===== src/rtl/traceQueuePkg.sv =====
package traceQueuePkg;
  // control strobes from the sequencer to the slot storage
  typedef struct packed {
    logic push;      // branch only: shift deeper, new head
    logic pop;       // read only: shift toward head, invalid tail
    logic swapHead;  // branch and read together: replace head only
    logic load;      // capture head into the read register
  } ctrl_t;
endpackage


===== src/rtl/traceQueueCtrl.sv =====
module traceQueueCtrl
  import traceQueuePkg::*;
(
  input  logic  clk,
  input  logic  rstN,
  input  logic  brValid,
  input  logic  busSel,
  input  logic  busWrite,
  output ctrl_t ctrl
);

  logic readReq;
  logic writeReq;

  assign readReq  = busSel & ~busWrite;
  assign writeReq = busSel & busWrite;

  always_comb begin
    ctrl          = '0;
    ctrl.load     = readReq;
    ctrl.push     = brValid & ~readReq;
    ctrl.pop      = readReq & ~brValid;
    ctrl.swapHead = brValid & readReq;
  end


  ctrl_excl_chk: assert property (@(posedge clk) disable iff (!rstN)
    $onehot0({ctrl.push, ctrl.pop, ctrl.swapHead}));


  write_noop_chk: assert property (@(posedge clk) disable iff (!rstN)
    (writeReq && !brValid) |-> !(ctrl.load || ctrl.pop || ctrl.push || ctrl.swapHead));

endmodule


===== src/rtl/traceQueueData.sv =====
module traceQueueData
  import traceQueuePkg::*;
#(
  parameter int DEPTH    = 8,
  parameter int ADDR_W   = 28,
  parameter int DATA_W   = 32
) (
  input  logic              clk,
  input  logic              rstN,
  input  ctrl_t             ctrl,
  input  logic [ADDR_W-1:0] newAddr,
  output logic [DATA_W-1:0] rdData
);

  localparam int FLAG_BIT = DATA_W - 1;
  localparam int PAD_W    = DATA_W - 1 - ADDR_W;
  localparam int LAST     = DEPTH - 1;

  logic              validQ [DEPTH];
  logic [ADDR_W-1:0] addrQ  [DEPTH];
  logic [DEPTH-1:0]  validVec;

  for (genvar i = 0; i < DEPTH; i++) begin : g_slot
    localparam int PREV = (i == 0) ? 0 : i - 1;
    localparam int NEXT = (i == LAST) ? i : i + 1;
    logic              nextV;
    logic [ADDR_W-1:0] nextA;

    always_comb begin
      nextV = validQ[i];
      nextA = addrQ[i];
      if (ctrl.push) begin
        if (i == 0) begin
          nextV = 1'b1;
          nextA = newAddr;
        end else begin
          nextV = validQ[PREV];
          nextA = addrQ[PREV];
        end
      end else if (ctrl.swapHead) begin
        if (i == 0) begin
          nextV = 1'b1;
          nextA = newAddr;
        end
      end else if (ctrl.pop) begin
        if (i == LAST) begin
          nextV = 1'b0;
        end else begin
          nextV = validQ[NEXT];
          nextA = addrQ[NEXT];
        end
      end
    end

    // flags follow both resets
    always_ff @(posedge clk or negedge rstN) begin
      if (!rstN) validQ[i] <= 1'b0;
      else       validQ[i] <= nextV;
    end

    // addresses survive reset
    always_ff @(posedge clk) begin
      addrQ[i] <= nextA;
    end

    assign validVec[i] = validQ[i];
  end

  always_ff @(posedge clk or negedge rstN) begin
    if (!rstN)          rdData <= '0;
    else if (ctrl.load) rdData <= {validQ[0], {PAD_W{1'b0}}, addrQ[0]};
  end


  pad_zero_chk: assert property (@(posedge clk) disable iff (!rstN)
    rdData[FLAG_BIT-1:ADDR_W] == '0);


  capture_head_chk: assert property (@(posedge clk) disable iff (!rstN)
    (ctrl.push || ctrl.swapHead) |=> (validQ[0] && addrQ[0] == $past(newAddr)));


  shift_deep_chk: assert property (@(posedge clk) disable iff (!rstN)
    ctrl.push |=> (validQ[LAST] == $past(validQ[LAST-1])));


  pop_advance_chk: assert property (@(posedge clk) disable iff (!rstN)
    ctrl.pop |=> (validQ[0] == $past(validQ[1]) && !validQ[LAST]));


  rd_hold_chk: assert property (@(posedge clk) disable iff (!rstN)
    !ctrl.load |=> $stable(rdData));


  always_ff @(posedge clk) begin
    if (!rstN) reset_flags_chk: assert (validVec == '0);
  end

endmodule


===== src/rtl/branchTraceQueue.sv =====
module branchTraceQueue
  import traceQueuePkg::*;
#(
  parameter int DEPTH  = 8,
  parameter int ADDR_W = 28,
  parameter int DATA_W = 32
) (
  input  logic              clk,
  input  logic              porRstN,
  input  logic              manRstN,
  input  logic              brValid,
  input  logic [DATA_W-1:0] brTarget,
  input  logic              busSel,
  input  logic              busWrite,
  output logic [DATA_W-1:0] rdData
);

  logic  rstN;
  ctrl_t ctrl;
  logic  unusedHigh;

  assign rstN       = porRstN & manRstN;
  assign unusedHigh = ^brTarget[DATA_W-1:ADDR_W];

  traceQueueCtrl u_ctrl (
    .clk      (clk),
    .rstN     (rstN),
    .brValid  (brValid),
    .busSel   (busSel),
    .busWrite (busWrite),
    .ctrl     (ctrl)
  );

  traceQueueData #(
    .DEPTH  (DEPTH),
    .ADDR_W (ADDR_W),
    .DATA_W (DATA_W)
  ) u_data (
    .clk     (clk),
    .rstN    (rstN),
    .ctrl    (ctrl),
    .newAddr (brTarget[ADDR_W-1:0]),
    .rdData  (rdData)
  );

endmodule


===== config.mk =====
export PLATFORM = sky130hd
export DESIGN_NAME = branchTraceQueue
export DESIGN_NICKNAME = d
export VERILOG_FILES = /design/src/rtl/traceQueuePkg.sv /design/src/rtl/traceQueueCtrl.sv /design/src/rtl/traceQueueData.sv /design/src/rtl/branchTraceQueue.sv
export SDC_FILE = /design/constraint.sdc
export NUM_CORES = 1
export LEC_CHECK = 0
export BUFFER_PORTS_ARGS = -buffer_cell sky130_fd_sc_hd__buf_2
export CORE_ASPECT_RATIO = 0.8
export CORE_MARGIN = 8
export CORE_UTILIZATION = 35
export CTS_BUF_LIST = sky130_fd_sc_hd__clkbuf_4 sky130_fd_sc_hd__clkbuf_8
export CTS_CLUSTER_DIAMETER = 80
export DETAILED_ROUTE_END_ITERATION = 16
export GPL_ROUTABILITY_DRIVEN = 0
export PLACE_DENSITY = 0.5
export SLEW_MARGIN = 25
export SYNTH_ARGS = -nofsm -noshare
export SYNTH_HDL_FRONTEND = slang
export SYNTH_SLANG_ARGS = --single-unit

===== constraint.sdc =====
create_clock -name clk -period 1.1 [get_ports clk]
set_clock_uncertainty 0.05 [all_clocks]
set_input_delay 0 -clock clk [delete_from_list [all_inputs] [get_ports clk]]
set_output_delay 0 -clock clk [all_outputs]
set_load 0.01 [all_outputs]

After elaboration in Yosys (flattened, before gate mapping)
Memories as Yosys holds them, arrays and structs flattened.
Cells that the tools add are included.
{"block": "classes", "eq_ne": 1, "mux": 46, "n_reduce_logical": 3, "bitwise_logic": 8}
{"operator": "2-to-1 mux 28 bit", "count": 22}
{"operator": "2-to-1 mux 1 bit", "count": 24}
{"operator": "bitwise AND 1 bit", "count": 5}
{"operator": "NOT 1 bit", "count": 3}
{"operator": "nonzero test 3 bit", "count": 1}
{"operator": "!= test 2 x 1 -> 1 bit (second input constant)", "count": 1}
{"operator": "AND reduction 2 bit", "count": 1}
{"operator": "nonzero test 2 bit", "count": 1}
{"block": "totals", "input_bits": 38, "output_inout_bits": 32, "memories": 1, "regBits": 37, "mem_bits_rw": 224}
{"name": "u_data.addrQ", "words": 8, "word_bits": 28, "read_ports": 8, "rd_clocked_by_memory_dff": 0, "write_ports": 8, "line": "traceQueueData.sv:20", "text": "logic [ADDR_W-1:0] addrQ [DEPTH];"}

Logic depth before layout (Yosys ltp)
Gate-level depths: netlist of the first run.
{"block": "depth", "depth_word": 6, "depth_mapped": 7}

Modules after synthesis
A second synthesis of the first run with hierarchy kept.
{"block": "hier_totals", "hier_cells": 551, "area_unflattened_um2": 10877.9}
{"module": "traceQueueData", "seq_area_each_um2": 7652.3, "area_each_um2": 10830.4, "cells_each": 544, "n_inst": 1}
{"module": "traceQueueCtrl", "seq_area_each_um2": 0.0, "area_each_um2": 41.3, "cells_each": 6, "n_inst": 1}
{"module": "branchTraceQueue", "seq_area_each_um2": 0.0, "area_each_um2": 6.3, "cells_each": 1, "n_inst": 1}

Least setup slack after synthesis of the first run
Ideal clock, no wire load.
{"block": "synth_timing", "kind": "input-to-reg", "start": "input port busWrite", "end": "register u_data.validQ[0] in the netlist's numbering", "setup_ns": 0.146, "stages": 5, "path_slack_ns": -3.561, "arrival_ns": 4.465, "n_path_buf": 2, "cell_sequence": "nand2b_4 > buf_6 > ha_1 > clkbuf_1 > o21ai_0"}
{"block": "synth_between", "elab_chain_cells": 6}
{"element": "from (decl)", "line": "branchTraceQueue.sv:14", "text": "input logic busWrite,"}
{"element": "NOT 1 bit *", "line": "traceQueueCtrl.sv:15", "text": "assign readReq = busSel & ~busWrite;"}
{"element": "bitwise AND 1 bit *", "line": "traceQueueCtrl.sv:15"}
{"element": "NOT 1 bit", "line": "traceQueueCtrl.sv:21", "text": "ctrl.push = brValid & ~readReq;"}
{"element": "bitwise AND 1 bit", "line": "traceQueueCtrl.sv:21"}
{"element": "!= test 2 x 1 -> 1 bit (no line) / nonzero test 2 bit (equally long branches)"}
{"element": "AND reduction 2 bit (no line)"}
{"element": "to (signal, indexed assignment)", "line": "traceQueueData.sv:58", "text": "else validQ[i] <= nextV;"}
{"element": "to (decl)", "line": "traceQueueData.sv:19", "text": "logic validQ [DEPTH];"}
Mark *: on every way between the ends. The rest lies on a longest branch, timed or not.
A chain may end at the register's enable or synchronous reset.

Final worst setup path of the first run
{"block": "layout_timing", "start": "register u_data.rdData[6], read port of u_data.addrQ", "end": "output port rdData[6]"}
{"element": "from (decl)", "line": "traceQueueData.sv:12", "text": "output logic [DATA_W-1:0] rdData"}
{"element": "to (decl)", "line": "branchTraceQueue.sv:15", "text": "output logic [DATA_W-1:0] rdData"}
No word-level cell between the ends.

==> results_dict.tcl, run 1 <==
set metrics [dict create \
    drive_gt1_frac 0.546 \
    maxCapViolCount 0 \
    cpMaxStageDelayCell "dfrtp_1" \
    drc_errors 0 \
    crit_fanout 2 \
    crit_buf_inv 1 \
    yosys-top-cells-area "edfxtp_1, mux2_2, dfrtp_1, buf_6, mux2i_1" \
    arrival_ns 1.09 \
    start_kind "flip-flop" \
    p_per_area_nw_per_um2 1910 \
    post-route-util 0.429 \
    grt_max_degree 41 \
    critPathKind "flip-flop to output pin" \
    synth_common_cells "edfxtp_1, mux2_2, dfrtp_1" \
    grt_first_pass_wirelength_um 32000 \
    wl_met1_um 9170 \
    synth_cell_type_count 20 \
    synth-async-reset-ratio 0.142 \
    synth_top_cell_by_area "edfxtp_1" \
    leakagePower_nw 4.70 \
    viasPerCell 4.55 \
    relSlewSlack 0.636 \
    end_kind "output pin" \
    violations "negative setup slack" \
    nNetsFinal 736 \
    clock_path_buffers 3 \
    avgSynthCellArea_um2 19.5 \
    worstPathCellList "buf_2" \
    first_iter_violations 207 \
    synth-seq-cells 261 \
    core_area_um2 30200 \
    setup_viol 3 \
    yosysTopAreaCellShare 0.630 \
    clk_latency_ns 0.54 \
    clock-root-buffer "clkbuf_8" \
    holdWs_ns 0.0499 \
    globalRouteOverflowTotal 0 \
    synth_seq_area_share 0.717 \
    via_count 5192 \
    port_buffers 62 \
    die_w_um 211 \
    finalCritPeriodShare 1.04 \
    antenna_found_initial 0 \
    ios 70 \
    ir_worst_vdd_mv 0.772 \
    critPathTopFamily "flip-flops" \
    fin_ws_ns -0.0430 \
    tritoncts "done" \
    cpPeakStageDelay_ns 0.41 \
    wl_per_cell_um 17.5 \
    fill_cells 2662 \
    track_usage 0.111 \
    initial_utilization 0.354 \
    fp-row-count 57 \
    final-hold-violation-count 0 \
    fmax_mhz 875 \
    dieArea_um2 36400 \
    place_hpwl_um 12000 \
    cts.sinks 261 \
    regToRegSetupSlack_ns 0.08 \
    worstMarginPinSlew_ns 0.546 \
    report.final.slew_viol_count 0 \
    synth.cell_area_um2 10700 \
    ant_nets 0 \
    synth_edf_count 224 \
    wl_met3_um 832 \
    die_y_um 172 \
    ys.flop_type "edfxtp_1" \
    synthCells 547 \
    wl_met2_um 9500 \
    syn_to_final_growth_pct 21.1 \
    grt_pass1_vias 5773 \
    num_antenna_cells 0 \
    first_pass_iters 4 \
    fin_setup_tns_ns -0.0757 \
    dr.max_layer_used "met4" \
    htree_num_levels 2 \
    rsz0062_at_grt "yes" \
    hp-class "input pin to flip-flop" \
    critPathRequiredTime_ns 1.05 \
    wirelength_um 20000 \
    numCtsBuffers 43 \
    status "finished with violations" \
    clkTransAtPathRegs_ns 0.06 \
    ys_warn_count 0 \
    p_total_mw 24.7 \
    layout_min_cycle_time_ns 1.14 \
]
-- worst min-delay path, stage by stage --
cell	delay (ns)
buf_2	0.11
nand2b_4	0.12
ha_4	0.17
buf_4	0.11
o21ai_0	0.08
-- final timing paths --
| kind | from | end | cells after the start |
|---|---|---|---|
| max | u_data.rdData[6] | rdData[6] | 1 |
| min | busSel | u_data.validQ[7] | 5 |
| max reg2reg | u_data.rdData[17] | u_data.rdData[17] | 3 |
| min reg2reg | u_data.addrQ[3][6] | u_data.addrQ[3][34] | 0 |
| max in group asynchronous | manRstN | u_data.rdData[25] | 5 |
| min in group asynchronous | porRstN | u_data.validQ[7] | 4 |
-- cells in the final DEF, fill, tap and decap left out, types with 2 or more instances in the layout --
cell type      instances
mux2_2               224
edfxtp_1             224
buf_2                 53
clkbuf_8              49
dfrtp_1               37
dlygate4sd3_1         31
buf_4                 25
clkbuf_4              14
buf_12                12
clkinv_1               9
buf_6                  9
nor2_1                 7
mux2i_1                6
a21oi_1                6
ha_4                   3
conb_1                 3
clkinv_2               3
inv_1                  2
clkinvlp_4             2
o21ai_0                2
-- power by group --
part           leakage, nW  internal, mW  switching [mW]
combinational         1.60          1.72            1.25
clock                0.457          4.77            3.70
sequential            2.64          12.5           0.699
-- routing by layer --
layer | vias up | GRT usage
met4 | 0 | 0.0395
met3 | 43 | 0.0266
li1 | 2420 | -
met5 | - | 0
met2 | 85 | 0.184
met1 | 2644 | 0.143
-- kinds of logic after synthesis --
logic type	after synthesis	share of synthesized area
flops	261	0.717
mux	231	0.243
buf+inv	32	0.0273
simple gates	11	0.00516
compound gates	8	0.00375
fa+ha+maj	3	0.00352
other cells	1	0.000351
-- final cells by class --
class	count	area, µm²	share of cell area
Timing Repair Buffer	130	1100	0.0854
Tap cell	413	517	0.0400
Clock buffer	63	779	0.0603
Multi-Input combinational cell	256	2780	0.215
Inverter	3	15.0	0.00116
Clock inverter	14	86.3	0.00668
Sequential cell	261	7650	0.592
-- registers in the layout (all words and copies together), names as in the netlist --
signal / cells
u_data.validQ: 8
u_data.rdData: 29
u_data.addrQ: 224
-- what timing repair did --
item	in CTS	in global routing
gates resized for setup	2	7
setup buffers	4	3
endpoints found under the hold margin	66	0
hold buffers	31	0
setup endpoints to repair	29	29
-- per-stage QoR --
step                      cells  setup WS (ns)  instance area (µm²)
final                      1140        -0.0430                12900
after detailed placement   1025         -0.341                11600
after floorplan             549          -1.17                10700
after CTS                  1137         -0.109                12900
after global routing       1140         -0.105                12900
after global placement     1025         -0.299                11600
Note: power is estimated with default switching activity, not from simulation.
==> inputs of run 2 (changes only) <==
--- a/config.mk
+++ b/config.mk
@@ -5,6 +5,7 @@
 export SDC_FILE = /design/constraint.sdc
 export NUM_CORES = 1
 export LEC_CHECK = 0
+export ABC_AREA = 1
 export BUFFER_PORTS_ARGS = -buffer_cell sky130_fd_sc_hd__buf_2
 export CORE_ASPECT_RATIO = 0.8
 export CORE_MARGIN = 8
==> run 2 against run 1 <==
Compared with the run above:
- clock-buffer cell count rose by 4
- synthesized cell count rose by 76%
- critical path depth did not move
- cell count rose by 36%
- first-iteration DRC count rose by 67%
- the run still ends with negative setup slack left
- utilization rose by 0.52 points
- sequential share of layout area fell by 0.71 points
==> results_dict.tcl, run 2 <==
set metrics [dict create \
    yosysTopAreaCellShare 0.630 \
    multiInputGateArea_um2 2340 \
    setup_viol 11 \
    first_iter_violations 345 \
    globalRouteOverflowTotal 0 \
    yosysMostFrequentCell "nand2_1" \
    fin_setup_tns_ns -0.189 \
    clock_path_buffers 3 \
    synth.cell_area_um2 10700 \
    ant_nets 0 \
    placed_cell_area_um2 11700 \
    wl_per_cell_um 14.3 \
    wirelength_um 22100 \
    antenna_found_initial 0 \
    synth_cell_type_count 17 \
    first_pass_iters 5 \
    final_common_cell "nand2_1" \
    synth_edf_count 224 \
    top_register "u_data.addrQ" \
    final-hold-violation-count 0 \
    synth_common_cells "nand2_1, edfxtp_1, o21ai_0" \
    ys.flop_type "edfxtp_1" \
    hp-class "input pin to flip-flop" \
    mostFrequentLayoutCells "nand2_1, edfxtp_1, o21ai_0, inv_1, o21ai_1" \
    fmax_mhz 867 \
    p_total_mw 24.2 \
    largest_registers "u_data.addrQ x224, u_data.rdData x29, u_data.validQ x8" \
    numCtsBuffers 45 \
    rsz0062_at_grt "yes" \
    layout_min_cycle_time_ns 1.15 \
    grt_first_pass_wirelength_um 36000 \
    critPathTopFamily "flip-flops" \
    core_area_um2 30200 \
    die_y_um 172 \
    clk_latency_ns 0.54 \
    viasPerCell 4.45 \
    final_area_um2 13100 \
    ios 70 \
    via_count 6890 \
    end_kind "output pin" \
    synth-seq-cells 261 \
    violations "negative setup slack" \
    ir_worst_vdd_mv 0.709 \
    fp-row-count 57 \
    final-seq-area_um2 7650 \
    num_antenna_cells 0 \
    fill_cells 2912 \
    nNetsFinal 1140 \
    maxCapViolCount 0 \
    drc_errors 0 \
    leakagePower_nw 5.59 \
    yosys-top-cells-area "edfxtp_1, nand2_1, dfrtp_1, o21ai_0, inv_1" \
    clkTransAtPathRegs_ns 0.06 \
    fin_ws_ns -0.0535 \
    holdWs_ns 0.0459 \
    worstPathCellList "buf_6" \
    syn_to_final_growth_pct 22.5 \
    synthCells 960 \
    clock-root-buffer "clkbuf_8" \
    cpMaxStageDelayCell "dfrtp_1" \
    die_w_um 211 \
    cpPeakStageDelay_ns 0.42 \
    crit_buf_inv 1 \
    dieArea_um2 36400 \
    place_hpwl_um 13500 \
    crit_fanout 2 \
    report.final.slew_viol_count 0 \
    cts.sinks 261 \
    finalCritPeriodShare 1.05 \
    largest_reg_flops 224 \
    synth_top_cell_by_area "edfxtp_1" \
    synth_seq_area_share 0.716 \
    grt_max_degree 43 \
    tritoncts "done" \
    start_kind "flip-flop" \
    avgSynthCellArea_um2 11.1 \
    critPathKind "flip-flop to output pin" \
    port_buffers 62 \
    synth-async-reset-ratio 0.142 \
    htree_num_levels 2 \
    arrival_ns 1.10 \
    drive_gt1_frac 0.168 \
    initial_utilization 0.354 \
    track_usage 0.123 \
    status "finished with violations" \
    ys_warn_count 0 \
    critPathRequiredTime_ns 1.05 \
    grt_pass1_vias 7005 \
    p_per_area_nw_per_um2 1850 \
]
## run 2: changes by cell type after synthesis, moves of 7 or more
cell and change:
buf_2 +13, clkbuf_1 +13, inv_1 +94, mux2_2 -224
nand2_1 +361, nor2_1 -7, o21ai_0 +101, o21ai_1 +68
## run 2: logic make-up (layout without fill, tap and decap cells)
group           Yosys count  in the layout  synth area share
simple gates            370            370             0.131
flops                   261            261             0.716
compound gates          172            172            0.0809
buf+inv                 153            325            0.0677
fa+ha+maj                 3              3           0.00351
other cells               1              3          0.000351
## run 2: final timing paths
kind	slack, ns	end	cells after the start	start
worst max-delay path	-0.05	rdData[21]	1	u_data.rdData[21]
worst min-delay path	0.05	u_data.rdData[15]	5	busSel
worst max register to register	0.17	u_data.rdData[24]	4	u_data.rdData[24]
worst min register to register	0.40	u_data.addrQ[3][41]	0	u_data.addrQ[3][13]
max in group asynchronous	0.18	u_data.rdData[7]	6	porRstN
min in group asynchronous	0.57	u_data.rdData[27]	6	manRstN
## run 2: cell type report
| cell class | count | share of cell area |
|---|---|---|
| Sequential cell | 261 | 0.585 |
| Multi-Input combinational cell | 548 | 0.179 |
| Timing Repair Buffer | 144 | 0.100 |
| Clock buffer | 67 | 0.0618 |
| Tap cell | 413 | 0.0395 |
| Inverter | 99 | 0.0298 |
| Clock inverter | 15 | 0.00507 |
## run 2: repair_timing
action                     in CTS  in global routing
gates cloned                    0                  0
hold endpoints to repair       66                  0
setup endpoints to repair      29                 29
setup buffers                   9                  4
hold buffers                   36                  0
resized for setup               1                  4
## run 2: per-layer routing
layer,vias up,track usage,part of all wire
li1,3452,-,-
met1,3274,0.173,0.50
met2,119,0.187,0.43
met3,45,0.0292,0.047
met4,0,0.0383,0.020
met5,-,0,0
## run 2: worst min-delay path, delay by kind of cell
family / cells / cell delay, ns
compound gates: 1 / 0.07
buf+inv: 2 / 0.34
simple gates: 2 / 0.17
## run 2: through the flow
stage	worst slack, ns	std cells	utilization
final	-0.0535	1547	0.434
after global routing	-0.106	1547	0.434
after CTS	-0.105	1543	0.432
after detailed placement	-0.309	1416	0.389
after global placement	-0.278	1416	0.389
after floorplan	-1.27	962	-
## run 2: where the power goes
part	leakage [nW]	total, mW	internal (mW)	switching [mW]
clock	0.469	8.48	4.70	3.79
combinational	2.42	2.85	1.15	1.70
sequential	2.70	12.9	12.4	0.520
==> inputs of run 3 (changes only) <==
==> constraint.sdc (replaced) <==
create_clock -name clk -period 1.1 [get_ports clk]
set_clock_uncertainty 0.05 [all_clocks]
set_input_delay 0.22 -clock clk [delete_from_list [all_inputs] [get_ports clk]]
set_output_delay 0.22 -clock clk [all_outputs]
set_load 0.01 [all_outputs]
==> run 3 against run 2 <==
Compared with the run above:
- die area did not move
- hold slack improved by 0.074 ns
- sequential share of layout area fell by 0.91 points
- global-route usage rose by 0.24 points
- register-to-register slack got worse by 0.03 ns
- fmax fell by 14%
- highest routed layer unchanged
- sequential power barely moved
- the flow still finishes with violations (negative setup slack)
- clock power rose by 4.4%
- combinational power rose by 7.0%
- critical path depth did not move
- critical path type unchanged
==> results_dict.tcl, run 3 (synthesis gave the netlist of run 2 again) <==
set metrics [dict create \
    status "finished with violations" \
    violations "negative setup slack" \
    dieArea_um2 36400 \
    clk_latency_ns 0.54 \
    globalRouteOverflowTotal 0 \
    rsz0062_at_grt "yes" \
    cpPeakStageDelay_ns 0.40 \
    clkTransAtPathRegs_ns 0.06 \
    initial_utilization 0.354 \
    hold_start "busSel" \
    track_usage 0.125 \
    grt_pass1_vias 6942 \
    mostFrequentLayoutCells "nand2_1, edfxtp_1, o21ai_0, inv_1, o21ai_1" \
    hold_path_depth 4 \
    fmax_mhz 748 \
    antenna_found_initial 0 \
    critPathTopFamily "flip-flops" \
    die_w_um 211 \
    largest_reg_flops 224 \
    final_area_um2 13300 \
    numCtsBuffers 45 \
    min_to "u_data.rdData[7]" \
    dpl_worst_slack_ns -0.503 \
    fin_ws_ns -0.238 \
    crit_cells 1 \
    first_pass_iters 4 \
    critPathRequiredTime_ns 0.83 \
    port_buffers 62 \
    report.final.slew_viol_count 0 \
    r2r_end "u_data.rdData[5]" \
    leakagePower_nw 5.73 \
    maxCapViolCount 0 \
    worstPathCellList "buf_6" \
    clock_path_buffers 3 \
    worst_r2r_path_depth 4 \
    grt_max_degree 38 \
    crit_buf_inv 1 \
    ant_nets 0 \
    cts.sinks 261 \
    layout_min_cycle_time_ns 1.34 \
    arrival_ns 1.07 \
    place_hpwl_um 13900 \
    reg2reg_from "u_data.rdData[5]" \
    clock-root-buffer "clkbuf_8" \
    fill_cells 2879 \
    htree_num_levels 2 \
    holdWs_ns 0.120 \
    crit_fanout 2 \
    hp-class "input pin to flip-flop" \
    core_area_um2 30200 \
    top_register "u_data.addrQ" \
    wl_per_cell_um 14.3 \
    end_kind "output pin" \
    critPathKind "flip-flop to output pin" \
    ir_worst_vdd_mv 0.833 \
    ios 70 \
    start_kind "flip-flop" \
    tritoncts "done" \
    die_y_um 172 \
    final-hold-violation-count 0 \
    syn_to_final_growth_pct 24.5 \
    drc_errors 0 \
    finalCritPeriodShare 1.22 \
    drive_gt1_frac 0.187 \
    largest_registers "u_data.addrQ x224, u_data.rdData x29, u_data.validQ x8" \
    first_iter_violations 425 \
    wirelength_um 22400 \
    nNetsFinal 1154 \
    p_total_mw 24.8 \
    placed_cell_area_um2 11900 \
    grt_first_pass_wirelength_um 36700 \
    via_count 6868 \
    cpMaxStageDelayCell "dfrtp_1" \
    viasPerCell 4.39 \
    regToRegSetupSlack_ns 0.14 \
    setup_viol 29 \
    final_common_cell "nand2_1" \
    num_antenna_cells 0 \
    p_per_area_nw_per_um2 1860 \
    fp-row-count 57 \
]
-- run 3: power breakdown --
group,switching [mW],leakage [nW],total [mW],internal (mW)
Clock,3.81,0.494,8.85,5.04
Sequential,0.512,2.70,12.9,12.4
Combinational,1.75,2.53,3.05,1.30
-- run 3: metrics by stage --
stage | util | setup TNS, ns | instances
after floorplan | - | -387.43 | 962
after global placement | 0.394 | -167.01 | 1430
after detailed placement | 0.394 | -170.33 | 1430
after CTS | 0.439 | -7.64 | 1556
after global routing | 0.441 | -8.00 | 1563
final | 0.441 | -6.30 | 1563
-- run 3: what timing repair did --
| action | CTS | global route |
|---|---|---|
| endpoints found under the hold margin | 65 | 0 |
| setup endpoints to repair | 29 | 29 |
| resized for setup | 9 | 1 |
| buffers inserted | 12 | 7 |
| hold buffers | 30 | 0 |
| pin swaps | 0 | 0 |
-- run 3: layout make-up --
class,instances,area [µm²],area share
clock buffer,75,882,0.0663
clock inverter,9,40.0,0.00301
inverter,99,387,0.0291
multi-input combinational,548,2340,0.176
sequential,261,7650,0.576
tap,413,517,0.0389
timing repair buffer,158,1480,0.111
-- run 3: worst max path at each step --
stage,slack (ns),end,start
2_1_floorplan,-1.49,u_data.validQ[1],busWrite
3_3_place_gp,-0.46,u_data.addrQ[0][55],busWrite
3_5_place_dp,-0.50,u_data.addrQ[0][55],busWrite
4_1_cts,-0.30,rdData[5],u_data.rdData[5]
5_1_grt,-0.30,rdData[7],u_data.rdData[7]
6_report,-0.24,rdData[14],u_data.rdData[14]
-- run 3: per-layer routing --
layer / routed length, µm / track usage / up-vias / share of wire
li1: - / - / 3483 / -
met1: 11400 / 0.178 / 3224 / 0.51
met2: 9520 / 0.189 / 120 / 0.43
met3: 946 / 0.0277 / 41 / 0.042
met4: 468 / 0.0392 / 0 / 0.021
met5: 0 / 0 / - / 0
